### config.mk
export PLATFORM = sky130hd
export DESIGN_NAME = adc_link_ctrl
export DESIGN_NICKNAME = d
export VERILOG_FILES = /design/src/rtl/adc_link_pkg.sv /design/src/rtl/adc_link_cycle_timer.sv /design/src/rtl/adc_link_settings.sv /design/src/rtl/adc_link_ctrl.sv
export SDC_FILE = /design/constraint.sdc
export NUM_CORES = 1
export LEC_CHECK = 0
export ABC_AREA = 1
export CORE_MARGIN = 2
export CORE_UTILIZATION = 56
export CTS_BUF_LIST = sky130_fd_sc_hd__clkbuf_8
export DETAILED_ROUTE_END_ITERATION = 8
export DONT_BUFFER_PORTS = 1
export PLACE_DENSITY = 0.71
export SETUP_SLACK_MARGIN = 0.05
export SKIP_LAST_GASP = 1
export SYNTH_ARGS = -nofsm -noshare
export SYNTH_HDL_FRONTEND = slang
export SYNTH_HIERARCHICAL = 1
export SYNTH_SLANG_ARGS = --single-unit
### constraint.sdc
create_clock -name clk -period 4.11 [get_ports clk]
set_clock_uncertainty 0.2 [all_clocks]
set_input_delay 0.411 -clock clk [delete_from_list [all_inputs] [get_ports clk]]
set_output_delay 0.411 -clock clk [all_outputs]
set_load 0.02 [all_outputs]
### src/rtl/adc_link_pkg.sv
package adc_link_pkg;

    localparam int unsigned WORD_BITS = 16;
    localparam int unsigned CFG_BITS  = 4;

    typedef enum logic [2:0] {
        ST_IDLE,
        ST_WAIT_CONV,
        ST_WARM,
        ST_POLL,
        ST_SHIFT,
        ST_FINISH
    } link_state_e;

    // Wire order of the configuration word: en1 leaves first.
    typedef struct packed {
        logic en1;
        logic en2;
        logic speed;
        logic sleep;
    } cfg_word_t;

endpackage

### src/rtl/adc_link_cycle_timer.sv
module adc_link_cycle_timer #(
    parameter int unsigned LIMIT = 8
) (
    input  logic clk,
    input  logic rst_n,
    input  logic hold_clear,
    output logic done
);
    localparam int unsigned CW = (LIMIT > 0) ? $clog2(LIMIT + 1) : 1;

    logic [CW-1:0] cnt_q;

    // Counts up from zero and saturates at LIMIT; held at zero while cleared.
    always_ff @(posedge clk or negedge rst_n) begin
        if (!rst_n) begin
            cnt_q <= '0;
        end else if (hold_clear) begin
            cnt_q <= '0;
        end else if (cnt_q != CW'(LIMIT)) begin
            cnt_q <= cnt_q + CW'(1);
        end
    end

    assign done = (cnt_q == CW'(LIMIT));

endmodule

### src/rtl/adc_link_settings.sv
module adc_link_settings
    import adc_link_pkg::*;
(
    input  logic      clk,
    input  logic      rst_n,
    input  logic      commit,
    input  cfg_word_t cfg,
    output logic      ref_off
);
    logic speed_q;
    logic sleep_q;
    logic ref_off_q;
    logic accept;

    assign accept = cfg.en1 & ~cfg.en2;

    // Mirrors what the converter holds after each frame. The reference
    // sleeps after the following conversion only at the fast rate.
    always_ff @(posedge clk or negedge rst_n) begin
        if (!rst_n) begin
            speed_q   <= 1'b0;
            sleep_q   <= 1'b0;
            ref_off_q <= 1'b0;
        end else if (commit) begin
            if (accept) begin
                speed_q   <= cfg.speed;
                sleep_q   <= cfg.sleep;
                ref_off_q <= cfg.sleep & ~cfg.speed;
            end else begin
                ref_off_q <= sleep_q & ~speed_q;
            end
        end
    end

    assign ref_off = ref_off_q;

endmodule

### src/rtl/adc_link_ctrl.sv
module adc_link_ctrl
    import adc_link_pkg::*;
#(
    parameter int unsigned SCK_HALF    = 4,
    parameter int unsigned CONV_CYCLES = 2000,
    parameter int unsigned WARM_CYCLES = 1200,
    parameter bit          USE_POLL    = 1'b0
) (
    input  logic                 clk,
    input  logic                 rst_n,
    input  logic                 start,
    input  logic                 cfg_en1,
    input  logic                 cfg_en2,
    input  logic                 cfg_speed,
    input  logic                 cfg_sleep,
    input  logic                 sdo,
    output logic                 cs_n,
    output logic                 sck,
    output logic                 sdi,
    output logic                 busy,
    output logic                 result_valid,
    output logic [WORD_BITS-1:0] result_data
);
    localparam int unsigned HALF_W   = (SCK_HALF > 1) ? $clog2(SCK_HALF) : 1;
    localparam int unsigned BIT_W    = $clog2(WORD_BITS + 1);
    localparam int unsigned CFG_W    = $clog2(CFG_BITS);
    localparam logic        IDLE_SCK = USE_POLL;

    link_state_e          state_q, state_d;
    cfg_word_t            cfg_q;
    logic [CFG_BITS-1:0]  cfg_vec;
    logic [HALF_W-1:0]    half_q;
    logic [BIT_W-1:0]     bits_q;
    logic [BIT_W-1:0]     cfg_pos;
    logic [CFG_W-1:0]     cfg_idx;
    logic                 sck_q;
    logic [WORD_BITS-1:0] shreg_q;
    logic                 conv_ready;
    logic                 warm_done;
    logic                 ref_off;
    logic                 half_end;
    logic                 shift_end;
    logic                 polling;

    assign half_end  = (half_q == HALF_W'(SCK_HALF - 1));
    assign shift_end = sck_q & half_end & (bits_q == BIT_W'(WORD_BITS));
    assign polling   = (state_q == ST_POLL);
    assign cfg_vec   = cfg_q;

    // Readiness source picked by parameter.
    generate
        if (USE_POLL) begin : g_poll_ready
            assign conv_ready = 1'b1;
        end else begin : g_timer_ready
            adc_link_cycle_timer #(.LIMIT(CONV_CYCLES)) u_conv_timer (
                .clk        (clk),
                .rst_n      (rst_n),
                .hold_clear (state_q == ST_FINISH),
                .done       (conv_ready)
            );
        end
    endgenerate

    adc_link_cycle_timer #(.LIMIT(WARM_CYCLES)) u_warm_timer (
        .clk        (clk),
        .rst_n      (rst_n),
        .hold_clear (state_q != ST_WARM),
        .done       (warm_done)
    );

    adc_link_settings u_settings (
        .clk     (clk),
        .rst_n   (rst_n),
        .commit  (state_q == ST_FINISH),
        .cfg     (cfg_q),
        .ref_off (ref_off)
    );

    // Next-state logic
    always_comb begin
        state_d = state_q;
        unique case (state_q)
            ST_IDLE: begin
                if (start) begin
                    if (!conv_ready)  state_d = ST_WAIT_CONV;
                    else if (ref_off) state_d = ST_WARM;
                    else              state_d = USE_POLL ? ST_POLL : ST_SHIFT;
                end
            end
            ST_WAIT_CONV: begin
                if (conv_ready) state_d = ref_off ? ST_WARM : ST_SHIFT;
            end
            ST_WARM: begin
                if (warm_done) state_d = USE_POLL ? ST_POLL : ST_SHIFT;
            end
            ST_POLL: begin
                if (!sdo) state_d = ST_SHIFT;
            end
            ST_SHIFT: begin
                if (shift_end) state_d = ST_FINISH;
            end
            ST_FINISH: state_d = ST_IDLE;
            default:   state_d = ST_IDLE;
        endcase
    end

    // State register
    always_ff @(posedge clk or negedge rst_n) begin
        if (!rst_n) state_q <= ST_IDLE;
        else        state_q <= state_d;
    end

    // Configuration capture at an accepted start
    always_ff @(posedge clk or negedge rst_n) begin
        if (!rst_n) begin
            cfg_q <= '0;
        end else if (state_q == ST_IDLE && start) begin
            cfg_q <= '{en1: cfg_en1, en2: cfg_en2, speed: cfg_speed, sleep: cfg_sleep};
        end
    end

    // Bit clock and shift register
    always_ff @(posedge clk or negedge rst_n) begin
        if (!rst_n) begin
            half_q  <= '0;
            bits_q  <= '0;
            sck_q   <= 1'b0;
            shreg_q <= '0;
        end else if (state_q != ST_SHIFT) begin
            half_q <= '0;
            bits_q <= '0;
            sck_q  <= 1'b0;
        end else if (half_end) begin
            half_q <= '0;
            sck_q  <= ~sck_q;
            if (!sck_q) begin
                shreg_q <= {shreg_q[WORD_BITS-2:0], sdo};
                bits_q  <= bits_q + BIT_W'(1);
            end
        end else begin
            half_q <= half_q + HALF_W'(1);
        end
    end

    // Position of the configuration bit on the wire: during a high phase the
    // rise count has already advanced, so step back by one.
    assign cfg_pos = bits_q - {{(BIT_W-1){1'b0}}, sck_q};
    assign cfg_idx = CFG_W'(CFG_BITS - 1) - cfg_pos[CFG_W-1:0];

    // Outputs
    always_comb begin
        cs_n         = 1'b0;
        sck          = IDLE_SCK;
        sdi          = 1'b0;
        busy         = 1'b1;
        result_valid = 1'b0;
        unique case (state_q)
            ST_IDLE: begin
                cs_n = 1'b1;
                busy = 1'b0;
            end
            ST_WAIT_CONV: cs_n = 1'b1;
            ST_WARM:      cs_n = 1'b0;
            ST_POLL:      cs_n = 1'b0;
            ST_SHIFT: begin
                sck = sck_q;
                if (cfg_pos < BIT_W'(CFG_BITS)) sdi = cfg_vec[cfg_idx];
            end
            ST_FINISH: begin
                cs_n         = 1'b1;
                result_valid = 1'b1;
            end
            default: cs_n = 1'b1;
        endcase
    end

    assign result_data = shreg_q;

endmodule

== After elaboration in Yosys (flattened, before gate mapping) ==
Index checks and enable logic that the tools add are counted.

* Output and inout port bits: 21
* Bits in registers: 56

* Mux-type cells: 28
* Reductions and logical operators: 10
* Equality and inequality tests: 19
* Bitwise gates (word level): 10
* $add $sub $neg: 6
* Magnitude comparators: 2

{| class="wikitable"
|+ Operator list
! operator !! count
|-
| $mux W11 || 4
|-
| $add A11 B1 Y11 const B || 2
|-
| $eq A11 B11 Y1 const B || 2
|-
| $ne A11 B11 Y1 const B || 2
|-
| $mux W3 || 7
|-
| $mux W5 || 3
|-
| $pmux W3 S5 || 1
|-
| $mux W1 || 10
|-
| $ne A2 B2 Y1 const B || 4
|-
| $eq A3 B2 Y1 const B || 2
|-
| $eq A3 B3 Y1 const B || 2
|-
| $reduce_bool A2 Y1 || 3
|-
| $add A5 B1 Y5 const B || 1
|-
| $and A1 B1 Y1 || 5
|-
| $eq A5 B5 Y1 const B || 1
|-
| $lt A5 B3 Y1 const B || 1
|-
| $not A1 Y1 || 5
|-
| $reduce_and A5 Y1 || 1
|-
| $sub A5 B1 Y5 || 1
|-
| $mux W2 || 2
|-
| $ne A2 B1 Y1 const B || 2
|-
| $reduce_and A2 Y1 || 2
|-
| $eq A3 B1 Y1 const B || 1
|-
| $logic_not A3 Y1 || 1
|-
| 10 further kinds || 10
|}

== Depth between registers and ports, before layout ==
Gate-level depths: netlist (run 1).

* Word-level depth: 6
* Mapped depth: 12
* Gate-level depth less buffers: 12

== Modules after synthesis ==
The synthesis (run 1) kept the hierarchy.

{| class="wikitable"
|+ Modules (own cells, without submodules)
! module !! instances !! cells each !! area an instance (sq um)
|-
| adc_link_ctrl || 1 || 186 || 1,566.5
|-
| adc_link_cycle_timer (u_warm_timer) || 1 || 98 || 696.9
|-
| adc_link_cycle_timer (g_timer_ready.u_conv_timer) || 1 || 93 || 670.6
|-
| adc_link_settings || 1 || 20 || 150.1
|}

== Worst setup path after synthesis (run 1) ==
OpenSTA, ideal clock, no wires.

* Path type: flip-flop to flip-flop
* Start point: register state_q[0]
* End point: register g_timer_ready.u_conv_timer.cnt_q[0]
* Path buffers: 1
* Setup slack: 1.986 ns
* Library setup time: 0.118 ns
* Arrival: 1.806 ns
* Cell stages (with the launch flop): 7
* Clock period less this slack: 2.124 ns
* Path through: dfrtp_1 -> inv_2 -> nor3_1 -> inv_1 -> buf_2 -> nand4_1 -> nand2_1

* Cells in the longest elaborated chain, start to end: 2
* Elaborated cells on any way between the ends: 3

{| class="wikitable"
|+ RTL lines
! item !! RTL line !! RTL
|-
| start: declaration || adc_link_ctrl.sv:29 || <nowiki>link_state_e state_q, state_d;</nowiki>
|-
| start signal: assignment || adc_link_ctrl.sv:110 || <nowiki>else state_q <= state_d;</nowiki>
|-
| $eq A3 B3 Y1 (*) || adc_link_ctrl.sv:58 || <nowiki>.hold_clear (state_q == ST_FINISH),</nowiki>
|-
| $mux W11 / $reduce_bool A2 Y1 (equally long branches) || n/a ||
|-
| end signal: assignment || adc_link_cycle_timer.sv:20 || <nowiki>cnt_q <= cnt_q + CW'(1);</nowiki>
|-
| end: declaration || adc_link_cycle_timer.sv:11 || <nowiki>logic [CW-1:0] cnt_q;</nowiki>
|}

Mark *: on every way between the ends. The rest lies on a longest branch, timed or not.
A chain may end at the register's enable or synchronous reset.

== Worst setup path in the final report (run 1) ==
* Start point: register bits_q[0]
* End point: output port sdi

* Cells in the longest elaborated chain, start to end: 6
* Elaborated cells on any way between the ends: 7

{| class="wikitable"
|+ RTL lines
! item !! RTL line !! RTL
|-
| start: declaration || adc_link_ctrl.sv:33 || <nowiki>logic [BIT_W-1:0] bits_q;</nowiki>
|-
| start signal: assignment || adc_link_ctrl.sv:138 || <nowiki>bits_q <= bits_q + BIT_W'(1);</nowiki>
|-
| $sub A5 B1 Y5 (*) || adc_link_ctrl.sv:147 || <nowiki>assign cfg_pos = bits_q - {{(BIT_W-1){1'b0}}, sck_q};</nowiki>
|-
| $sub A2 B2 Y2 || adc_link_ctrl.sv:148 || <nowiki>assign cfg_idx = CFG_W'(CFG_BITS - 1) - cfg_pos[CFG_W-1:0];</nowiki>
|-
| $bmux W1 S2 || adc_link_ctrl.sv:167 || <nowiki>if (cfg_pos < BIT_W'(CFG_BITS)) sdi = cfg_vec[cfg_idx];</nowiki>
|-
| $mux W1 (not written as such) || adc_link_ctrl.sv:167 ||
|-
| $mux W1 (*) || adc_link_ctrl.sv:167 ||
|-
| $mux W1 (*) || adc_link_ctrl.sv:157 || <nowiki>unique case (state_q)</nowiki>
|-
| end: declaration || adc_link_ctrl.sv:19 || <nowiki>output logic sdi,</nowiki>
|}

Mark *: on every way between the ends. The rest lies on a longest branch, timed or not. The select of a mux whose other input is x is not followed.

==> flow_summary.ini, run 1 <==
[status]
status = finished clean

[power]
p_seq_share_pct = 47.3
pwr_density_cell_nw_per_um2 = 480.7
clockPowerShare_pct = 19.9
switchingPower_uw = 634.3
power_switching_share_pct = 40.56
p_leak_uw = 0.001636
p_int_uw = 929.6
p_comb_share_pct = 32.8
irDropWorstVdd_mv = 0.2052

[final_layout]
fillers = 500
seq_area_um2 = 1401
final_cells = 472
layout.nets = 416
n_antenna_cell = 0
drive_gt1_share_pct = 9.250
syn_to_final_growth_pct = 5.477
post-route-util_pct = 60.19
multiInputGateArea_um2 = 1413

[grt]
grt_pass1_vias = 2285
gr-usage-all-layers_pct = 21.01
grt_start_max_net_pins = 57
antenna_found_initial = 0
grt_pass1_wl_um = 10340
grt_overflow = 0

[sta]
slew_headroom_pct = 66.09
layout_min_cycle_time_ns = 2.537
setup_viol = 0
drv_slew = 0
holdWs_ns = 0.03608
tns_ns = 0
finalHoldViolCount = 0
period_share_pct = 61.72
fmaxAchievable_ghz = 0.3942
layout_setup_ws_ns = 1.573
rsz0062_at_grt = false
tightestPinTransition_ns = 0.5074

[cts]
cts_buffer_depth = 2
htree_levels = 2
postCtsSetupBuffers = 0
path_clk_slew_ns = 0.11
cts_inserted_buffers = 5
cts_resized = 0
cts.sinks = 56
clk_latency_ns = 0.31
holdBufCountCts = 2
cts-root-buf = clkbuf_8
cts_tree = yes

[worst_setup_path]
critPathKind = reg2out
start_kind = flip-flop
slowest_delay_ns = 0.43
cp_cell_sequence = inv_1 -> ha_1 -> ha_1 -> nand3_1 -> o21ai_0 -> nor3_2
crit_required_ns = 3.50
slowest_stage = dfrtp_1
path_max_fanout = 5
critPathBufInv = 1
cp.arrival_ns = 1.93
cp_common_cell = ha_1
crit_family = adder cells
crit_path_end_kind = primary output

[drt]
vias = 2434
wirelength_um = 5810
wire_per_inst_um = 12.31
via_per_inst = 5.157
drc = 0
ant_nets = 0
drtIter0Drc = 164
first_pass_iters = 4

[synth]
synth_cells = 397
ys_ff_latch = 56
yosysWarnings = 6
synth_fp_nets = 414
netlist_area_um2 = 3084
avgSynthCellArea_um2 = 7.769
ys_seq_area_share_pct = 45.44
synth_cell_types = 30

[die]
ios = 29
initial_core_util_pct = 57.06
dieArea_um2 = 6117
die_height_um = 78.21
core.rowCount = 27
die_x_um = 78.21
coreArea_um2 = 5405

[place]
io_buffer_count = 0
gp_congestion = 0.8894
dp_slack_ns = 1.903
dp.cells = 462
hpwl_um = 4135

[job]
maxCapViolCount = 0

[worst_hold_path]
hold_class = in2reg
==> routing by layer <==
layer	vias up	wire [µm]	global-route usage [%]
met3	5	280	5.172
met2	46	2604	30.95
li1	1266	-	-
met1	1117	2854	31.06
met4	0	71	5.789
met5	-	0	0
==> logic make-up (layout without fill, tap and decap cells) <==
kind of cell	count (synthesis)	count (layout)	share of synthesized area [%]
AOI/OAI and AO/OA	34	34	5.883
buffers and inverters	64	67	8.762
xor gates and xnor gates	7	7	1.988
adders and majority gates	9	9	3.651
and+or+nand+nor	227	227	34.28
DFF	56	56	45.44
==> worst paths after layout <==
| path | startpoint | endpoint | slack, ns | depth (start not counted) |
|---|---|---|---|---|
| worst min register to register | half_q[0] | half_q[0] | 0.24 | 1 |
| worst max-delay path | bits_q[0] | sdi | 1.57 | 6 |
| worst min-delay path | cfg_en2 | cfg_q[2] | 0.04 | 2 |
| max in group asynchronous | rst_n | u_warm_timer/cnt_q[0] | 3.03 | 2 |
| worst max register to register | state_q[0] | result_data[2] | 2.24 | 6 |
| min in group asynchronous | rst_n | cfg_q[2] | 0.44 | 2 |
==> layout by cell type (no fill, tap or decap), types with 2 or more instances in the layout <==
cell type and count:
a21oi_1 14, clkbuf_8 5, dfrtp_1 56, ha_1 9, inv_1 52, inv_2 3
inv_6 2, nand2_1 105, nand2_2 2, nand2_4 2, nand3_1 50, nand3_2 5
nand4_1 9, nor2_1 38, nor2_2 7, nor2_4 5, o211ai_1 2, o21ai_0 6
o21ai_1 10, xor2_1 6
==> Yosys cell counts, drive strengths merged <==
master / count / area, µm²
xnor2: 1 / 8.760
o211ai: 2 / 15.01
or2: 1 / 6.260
ha: 9 / 112.6
o21a: 1 / 7.510
clkinv: 1 / 3.750
nor2: 50 / 242.7
nand3: 55 / 300.3
a21oi: 15 / 78.83
nand2: 109 / 429.2
dfrtp: 56 / 1401
nand4: 9 / 56.30
nor3: 2 / 15.01
clkbuf: 1 / 3.750
nand3b: 1 / 7.510
inv: 55 / 206.5
buf: 7 / 56.30
o21ai: 16 / 80.08
xor2: 6 / 52.55
==> registers in the layout (all words and copies together), names as in the netlist <==
register / flops
bits_q: 5
sck_q: 1
u_settings/ref_off: 1
u_settings/sleep_q: 1
u_settings/speed_q: 1
u_warm_timer/cnt_q: 11
half_q: 2
state_q: 3
cfg_q: 4
g_timer_ready.u_conv_timer/cnt_q: 11
result_data: 16
==> per-stage QoR <==
stage                     area [µm²]  power, µW
after CTS                       3253       1581
final                           3253       1564
after detailed placement        3122       1248
after global placement          3122       1238
after global routing            3253       1697
after floorplan                 3084       1164
==> worst reg2reg max path: stages (launching register included) <==
cell	delay, ns
dfrtp_1	0.46
inv_2	0.13
nand2_4	0.07
nor2_4	0.40
nand2_4	0.28
nor2_1	0.16
a21oi_1	0.05
==> power groups by stage <==
| stage | logic, µW | clock network, µW | registers, µW |
|---|---|---|---|
| 6_report | 513 | 312 | 739 |
| 5_1_grt | 592 | 349 | 756 |
| 4_1_cts | 515 | 325 | 740 |
| 3_5_place_dp | 498 | 0 | 750 |
| 3_3_place_gp | 488 | 0 | 749 |
| 2_1_floorplan | 437 | 0 | 726 |
==> cell type report <==
cell class	instances	area share, %
clock inverter	3	0.7692
clock buffer	5	2.115
timing repair buffer	3	1.385
inverter	56	6.462
sequential	56	43.08
tap	72	2.769
multi-input combinational	277	43.42
(Power assumes the default switching activity.)
==> inputs of run 2 (changes only) <==
Settings changed: PLACE_DENSITY 0.71 to 0.74.
Clock period 4.11 ns to 2.2 ns, I/O delays scaled along.
==> flow_summary.ini, run 2 (same netlist as run 1, synthesis figures left out) <==
[status]
status = finished clean

[drt]
wirelength_um = 6386
drc = 0
wl_met1_um = 3050
met3_length_um = 200
ant_nets = 0
first_pass_iters = 4
vias = 2493
top_layer = met4
via_per_inst = 5.119
drtIter0Drc = 190
dr_wl_met2_um = 3063
wire_per_inst_um = 13.11

[sta]
setup_viol = 0
tightestPinTransition_ns = 0.4058
finalHoldViolCount = 0
fmaxAchievable_ghz = 0.4780
tns_ns = 0
drv_slew = 0
layout_min_cycle_time_ns = 2.092
slew_headroom_pct = 72.84
period_share_pct = 95.09
layout_setup_ws_ns = 0.1080
rsz0062_at_grt = true

[worst_setup_path]
critPathKind = reg2out
path_max_fanout = 3
crit_path_end_kind = primary output
worst_r2r_endpoint = state_q[0]
start_kind = flip-flop
rr_worst_depth = 10
regToRegSetupSlack_ns = 0.24
slowest_delay_ns = 0.44
critPathBufInv = 1
cp.arrival_ns = 1.67
r2r-start = g_timer_ready.u_conv_timer/cnt_q[0]
crit_required_ns = 1.78
cp_cell_sequence = ha_4 -> ha_4 -> inv_2 -> nand3_2 -> nand2_1 -> o21ai_2 -> nor3_4
slowest_stage = dfrtp_1
crit_family = flip-flops
cp_common_cell = ha_4

[final_layout]
n_antenna_cell = 0
seq_area_um2 = 1401
syn_to_final_growth_pct = 12.74
mostFrequentLayoutCells = nand2_1, dfrtp_1, inv_1, nand3_1, nor2_1
largest_reg_flops = 16
final_cells = 487
drive_gt1_share_pct = 12.05
layout.nets = 431
stdcell_area_um2 = 3477
post-route-util_pct = 64.33
fillers = 469
multiInputGateArea_um2 = 1455
layout_commonest_cell = nand2_1

[place]
gp_congestion = 0.8792
dpl_cell_area_um2 = 3137
hpwl_um = 4214
dp.cells = 464
io_buffer_count = 0
dp_slack_ns = 0.2414

[cts]
cts-root-buf = clkbuf_8
cts_buffer_depth = 2
cts_tree = yes
clk_latency_ns = 0.31
htree_levels = 2
cts_inserted_buffers = 5
cts.sinks = 56
path_clk_slew_ns = 0.10

[worst_hold_path]
hp-start = start
hold_class = in2reg
whs_endpoint = state_q[1]
holdPathStages = 5

[power]
p_leak_uw = 0.001723
pwr_density_cell_nw_per_um2 = 928.6
irDropWorstVdd_mv = 0.5374

[grt]
grt_overflow = 0
grt_pass1_vias = 2462
grt_pass1_wl_um = 11140
gr-usage-all-layers_pct = 22.72
antenna_found_initial = 0
grt_start_max_net_pins = 57

[die]
initial_core_util_pct = 57.06
die_x_um = 78.21
dieArea_um2 = 6117
core.rowCount = 27
die_height_um = 78.21
coreArea_um2 = 5405
ios = 29

[job]
maxCapViolCount = 0
==> run 2: cell count changes in the layout (fill, tap and decap cells not counted), moves of 2 or more <==
| cell | before | now |
|---|---|---|
| bufinv_16 | 0 | 2 |
| ha_4 | 0 | 2 |
| buf_4 | 1 | 6 |
| ha_1 | 9 | 7 |
| inv_2 | 3 | 6 |
| dlygate4sd3_1 | 1 | 11 |
| inv_1 | 52 | 49 |
==> run 2: repair_timing <==
item	in CTS	in global routing
setup endpoints to repair	1	2
hold endpoints to repair	61	0
setup buffers	1	2
gates resized for setup	5	6
gates cloned	0	0
pin swaps	2	2
hold buffers	12	0
==> run 2: worst max-delay path by stage <==
stage                           from                                  end  slack (ns)  cells after the start
final                          sck_q                                  sdi        0.11                      7
after global routing           sck_q                                  sdi        0.01                      7
after CTS                      sck_q                                  sdi        0.06                      7
after detailed placement   bits_q[0]                                  sdi        0.24                      8
after global placement     bits_q[0]                                  sdi        0.28                      8
after floorplan           state_q[0]  g_timer_ready.u_conv_timer/cnt_q[0]        0.08                      6
==> run 2: power by group <==
group / leakage (µW) / switching (µW) / internal, µW
Sequential: 0.000757 / 198 / 1190
Combinational: 0.000898 / 684 / 354
Clock: 0.0000687 / 344 / 458
==> run 2: metal layers <==
metal  vias up  GRT usage, %
li1       1289             -
met1      1151         31.16
met2        46         36.55
met3         7         4.483
met4         0         7.193
met5         -             0
==> run 2: area by class of cell <==
cell class,instances,area share (%)
clock buffer,5,1.979
clock inverter,3,1.979
inverter,56,6.045
multi-input combinational,277,41.85
sequential,56,40.30
tap,72,2.591
timing repair buffer,18,5.254
==> run 2: tightest hold or removal path, cell delays in order <==
cell,delay (ns)
nand3b_1,0.14
nand2_1,0.07
nor2_1,0.06
nand3_1,0.06
nand2_1,0.04
==> run 2: per-stage QoR <==
step           hold slack (ns)  power (µW)
2_1_floorplan          -0.2756        2174
5_1_grt                 0.1489        3467
3_5_place_dp           -0.2743        2349
4_1_cts                 0.1094        3222
3_3_place_gp           -0.2743        2324
6_report                0.1221        3229
